$ cat config.mk
export PLATFORM = sky130hd
export DESIGN_NAME = pkt_ingest
export DESIGN_NICKNAME = d
export VERILOG_FILES = /design/src/rtl/pkt_ingest_pkg.sv /design/src/rtl/ingest_seq.sv /design/src/rtl/ingest_cfg_hold.sv /design/src/rtl/ingest_len_check.sv /design/src/rtl/pkt_ingest.sv
export SDC_FILE = /design/constraint.sdc
export NUM_CORES = 1
export LEC_CHECK = 0
export ABC_AREA = 1
export BUFFER_PORTS_ARGS = -buffer_cell sky130_fd_sc_hd__buf_2
export CAP_MARGIN = 10
export CORE_MARGIN = 1.5
export CORE_UTILIZATION = 44
export CTS_BUF_LIST = sky130_fd_sc_hd__clkbuf_4
export DETAILED_ROUTE_END_ITERATION = 6
export HOLD_SLACK_MARGIN = 0.02
export PLACE_DENSITY = 0.82
export SLEW_MARGIN = 15
export SYNTH_ARGS = -nofsm -noshare
export SYNTH_HDL_FRONTEND = slang
export SYNTH_HIERARCHICAL = 1
export SYNTH_SLANG_ARGS = --single-unit
$ cat constraint.sdc
create_clock -name clk -period 1.6 [get_ports clk]
set_input_delay 0.24 -clock clk [delete_from_list [all_inputs] [get_ports clk]]
set_output_delay 0.24 -clock clk [all_outputs]
set_load 0.02 [all_outputs]
$ cat src/rtl/pkt_ingest_pkg.sv
package pkt_ingest_pkg;
  localparam int CFG_W  = 64;
  localparam int LEN_W  = 16;
  localparam int BYTE_W = 8;

  typedef enum logic {ST_WAIT_CFG = 1'b0, ST_PAYLOAD = 1'b1} seq_state_t;

  function automatic logic [LEN_W-1:0] cfg_length(input logic [CFG_W-1:0] word);
    return word[LEN_W-1:0];
  endfunction

  function automatic logic [LEN_W-1:0] count_down(input logic [LEN_W-1:0] cnt);
    return cnt - LEN_W'(1);
  endfunction

  function automatic logic is_final(input logic [LEN_W-1:0] cnt);
    return cnt == LEN_W'(1);
  endfunction
endpackage

$ cat src/rtl/ingest_seq.sv
module ingest_seq
  import pkt_ingest_pkg::*;
#(
  parameter int LW = LEN_W
) (
  input  logic          clk,
  input  logic          rst_n,
  input  logic          cfg_fire,
  input  logic [LW-1:0] cfg_len,
  input  logic          byte_fire,
  output logic          in_payload,
  output logic          final_slot
);
  seq_state_t    state_q;
  logic [LW-1:0] remain_q;

  always_ff @(posedge clk) begin
    if (!rst_n) begin
      state_q  <= ST_WAIT_CFG;
      remain_q <= '0;
    end else begin
      case (state_q)
        ST_WAIT_CFG: begin
          if (cfg_fire && cfg_len != '0) begin
            state_q  <= ST_PAYLOAD;
            remain_q <= cfg_len;
          end
        end
        ST_PAYLOAD: begin
          if (byte_fire) begin
            remain_q <= count_down(remain_q);
            if (is_final(remain_q)) state_q <= ST_WAIT_CFG;
          end
        end
        default: state_q <= ST_WAIT_CFG;
      endcase
    end
  end

  assign in_payload = (state_q == ST_PAYLOAD);
  assign final_slot = in_payload && is_final(remain_q);
endmodule

$ cat src/rtl/ingest_cfg_hold.sv
module ingest_cfg_hold #(
  parameter int W = 64
) (
  input  logic         clk,
  input  logic         rst_n,
  input  logic         cfg_fire,
  input  logic [W-1:0] cfg_word,
  output logic [W-1:0] held_cfg
);
  always_ff @(posedge clk) begin
    if (!rst_n)        held_cfg <= '0;
    else if (cfg_fire) held_cfg <= cfg_word;
  end
endmodule

$ cat src/rtl/ingest_len_check.sv
module ingest_len_check (
  input  logic clk,
  input  logic rst_n,
  input  logic byte_fire,
  input  logic marker,
  input  logic final_slot,
  output logic mismatch,
  output logic err_q
);
  assign mismatch = byte_fire && (marker != final_slot);

  always_ff @(posedge clk) begin
    if (!rst_n)        err_q <= 1'b0;
    else if (mismatch) err_q <= 1'b1;
  end
endmodule

$ cat src/rtl/pkt_ingest.sv
module pkt_ingest
  import pkt_ingest_pkg::*;
(
  input  logic              clk,
  input  logic              rst_n,
  input  logic              cfg_tvalid,
  input  logic [CFG_W-1:0]  cfg_tdata,
  output logic              cfg_tready,
  input  logic              pay_tvalid,
  input  logic [BYTE_W-1:0] pay_tdata,
  input  logic              pay_tlast,
  output logic              pay_tready,
  output logic              out_valid,
  output logic [BYTE_W-1:0] out_data,
  output logic              out_last,
  output logic [CFG_W-1:0]  out_cfg,
  input  logic              out_ready,
  output logic              len_err
);
  logic cfg_fire;
  logic byte_fire;
  logic in_payload;
  logic final_slot;
  logic mismatch;

  assign cfg_fire  = cfg_tvalid && cfg_tready;
  assign byte_fire = pay_tvalid && pay_tready;

  ingest_seq #(.LW(LEN_W)) u_seq (
    .clk        (clk),
    .rst_n      (rst_n),
    .cfg_fire   (cfg_fire),
    .cfg_len    (cfg_length(cfg_tdata)),
    .byte_fire  (byte_fire),
    .in_payload (in_payload),
    .final_slot (final_slot)
  );

  ingest_cfg_hold #(.W(CFG_W)) u_hold (
    .clk      (clk),
    .rst_n    (rst_n),
    .cfg_fire (cfg_fire),
    .cfg_word (cfg_tdata),
    .held_cfg (out_cfg)
  );

  ingest_len_check u_chk_len (
    .clk        (clk),
    .rst_n      (rst_n),
    .byte_fire  (byte_fire),
    .marker     (pay_tlast),
    .final_slot (final_slot),
    .mismatch   (mismatch),
    .err_q      (len_err)
  );

  assign cfg_tready = !in_payload;
  assign pay_tready = in_payload && out_ready;
  assign out_valid  = in_payload && pay_tvalid;
  assign out_data   = pay_tdata;
  assign out_last   = final_slot;
endmodule

==> run_results.csv <==
group,metric,value,unit
floorplan,row_count,35,
worst_setup_path,end_kind,"register",
timing,layout_worst_path_cycle_share,107,%
floorplan,die-area,10100,µm²
grt,overflow,0,
worst_setup_path,crit_fanout,4,
worst_hold_path,worstHoldPathType,"in2reg",
detailed_routing,drc_errors,0,
floorplan,core_area,9240,µm²
detailed_routing,first_pass_iters,5,
detailed_routing,wl_per_cell,11.0,µm
grt,antenna_found_initial,0,
final_layout,final-seq-area,1660,µm²
place,place_congestion,0.931,
timing,fin_crit,1.72,ns
worst_setup_path,crit_path_frequent_cell,"buf_4",
place,post-dp-hpwl,7.12,mm
timing,slew_headroom,72.9,%
detailed_routing,drt-initial-drc-count,229,
clock_network,cts_max_level,3,
worst_setup_path,critPathRequiredTime,1.97,ns
timing,max_freq,581,MHz
synthesis,synth.avg_cell_area,6.13,µm²
detailed_routing,postRouteAntennaNets,0,
grt,grt_max_degree,83,
flow_run,maxCapViolations,0,
clock_network,cts_sinks,82,
place,dpl_cell_area,4860,µm²
final_layout,nNetsFinal,898,
clock_network,clkTransAtPathRegs,0.14,ns
clock_network,clk_latency,0.43,ns
timing,fin_skew,0.0105,ns
synthesis,synthCells,683,
worst_setup_path,criticalPathCategory,"reg2reg",
place,buffer_ports.inserted,138,
worst_setup_path,worstSetupStartpointType,"register",
clock_network,clockRootBuffer,"clkbuf_4",
detailed_routing,vias_per_cell,4.54,
synthesis,synth_nets,763,
detailed_routing,via_count,4324,
timing,hold_viol_final,0,
power,ir_drop,0.463,mV
clock_network,cts_buffers,9,
run_status,failed_checks,"negative setup slack",
worst_setup_path,critPathMaxStageDelay,0.38,ns
timing,rsz0062_at_grt,"true",
synthesis,syn-cell-area,4190,µm²
worst_setup_path,cpMaxStageDelayCell,"dfxtp_1",
floorplan,die_x,101,µm
timing,setup_viol,2,
clock_network,cts_tree,"built",
place,pre_cts_ws,0.117,ns
worst_setup_path,critPathArrivalTime,2.09,ns
grt,grt_pass1_wl,16.7,mm
run_status,outcome,"finished, violations left",
final_layout,antenna_cells,0,
final_layout,fin_area,5210,µm²
grt,grt_pass1_vias,3651,
power,power.leakage,3.03,nW
power,powerDensity,948,nW/µm²
grt,grt.total_usage,20.8,%
timing,hold_ws,0.0779,ns
synthesis,ys_warn_count,6,
floorplan,start_util,45.3,%
timing,setup_ws,-0.120,ns
timing,worst_pin_slew,0.404,ns
final_layout,area_growth,24.6,%
place,dp_cells,921,
final_layout,stdcell_count,952,
floorplan,io_pins,155,
timing,drv_slew,0,
floorplan,dieHeight,101,µm
clock_network,cts.path.max_buffers,2,
final_layout,fill_cells,946,
final_layout,drive_gt1_share,25.6,%
worst_setup_path,crit_chain,"nor2_2 > nand3_2 > nor3_2 > buf_4 > buf_4 > buf_4 > buf_4 > buf_4 > inv_1 > nand2_1 > nand3_2 > a21oi_2",
final_layout,multi_input_area,1990,µm²
detailed_routing,totalWireLength,10.5,mm
==> worst paths after layout <==
path / start / to / slack [ns] / cells past startpoint
max: u_seq/remain_q[8]$_SDFFE_PN0P_ / u_chk_len/err_q$_SDFFE_PN0P_ / -0.12 / 12
min: cfg_tdata[26] / u_hold/held_cfg[26]$_SDFFE_PN0P_ / 0.08 / 5
max reg2reg: u_seq/remain_q[8]$_SDFFE_PN0P_ / u_chk_len/err_q$_SDFFE_PN0P_ / -0.12 / 12
min reg2reg: u_hold/held_cfg[27]$_SDFFE_PN0P_ / u_hold/held_cfg[27]$_SDFFE_PN0P_ / 0.48 / 2
==> through the flow <==
stage	utilization [%]	total power, mW	setup TNS [ns]
2_1_floorplan	-	3.37	0
3_3_place_gp	52.6	3.69	0
3_5_place_dp	52.6	3.71	0
4_1_cts	55.8	4.92	-0.0903
5_1_grt	56.4	5.28	-0.426
6_report	56.4	4.94	-0.227
==> flip-flops by register name, indices dropped and copies added, names as in the netlist <==
register and flops:
u_seq/in_payload 1, u_seq/remain_q 16, u_hold/held_cfg 64, u_chk_len/err_q 1
==> power breakdown <==
| group | internal, mW | switching [mW] |
|---|---|---|
| clock | 0.350 | 0.762 |
| combinational | 0.556 | 0.928 |
| sequential | 2.23 | 0.119 |
==> per-layer routing <==
metal / GRT usage [%] / routed length [µm]
met5: 0 / 0
met2: 33.6 / 4740
met3: 7.28 / 950
met1: 25.8 / 4540
met4: 6.83 / 289
==> cell usage in the layout, fill, tap and decap left out, types with 2 or more instances in the layout <==
| cell type | instances |
|---|---|
| buf_2 | 137 |
| nand4_1 | 2 |
| clkinvlp_4 | 3 |
| nand3_1 | 32 |
| ha_4 | 2 |
| nand2_1 | 215 |
| inv_6 | 2 |
| nand3_2 | 2 |
| o21ai_0 | 7 |
| dfxtp_4 | 2 |
| dfxtp_1 | 70 |
| nor2_1 | 186 |
| nor2_4 | 8 |
| dfxtp_2 | 10 |
| a21oi_1 | 3 |
| inv_1 | 93 |
| buf_12 | 4 |
| buf_4 | 21 |
| nor2_2 | 3 |
| clkbuf_4 | 10 |
==> worst max-delay path, delay by kind of cell (launching register included) <==
family	cells	cell delay [ns]
AND/OR/NAND/NOR	5	0.62
flip-flops	1	0.38
AO/OA/AOI/OAI	1	0.12
buffers and inverters	6	0.55
==> cell type report <==
| cell class | instances | area share [%] |
|---|---|---|
| repair buffers | 162 | 17.7 |
| multi-input cells | 469 | 38.2 |
| clock buffers | 10 | 1.44 |
| well taps | 129 | 3.10 |
| inverters | 94 | 6.77 |
| flip-flops and latches | 82 | 31.9 |
| clock inverters | 6 | 0.936 |
==> timing repair <==
action | CTS | global route
setup buffers | 14 | 3
pin swaps | 3 | 12
gates resized for setup | 28 | 11
endpoints found under the setup margin | 1 | 11
hold buffers | 0 | 0
Note: power is estimated with default switching activity, not from simulation.
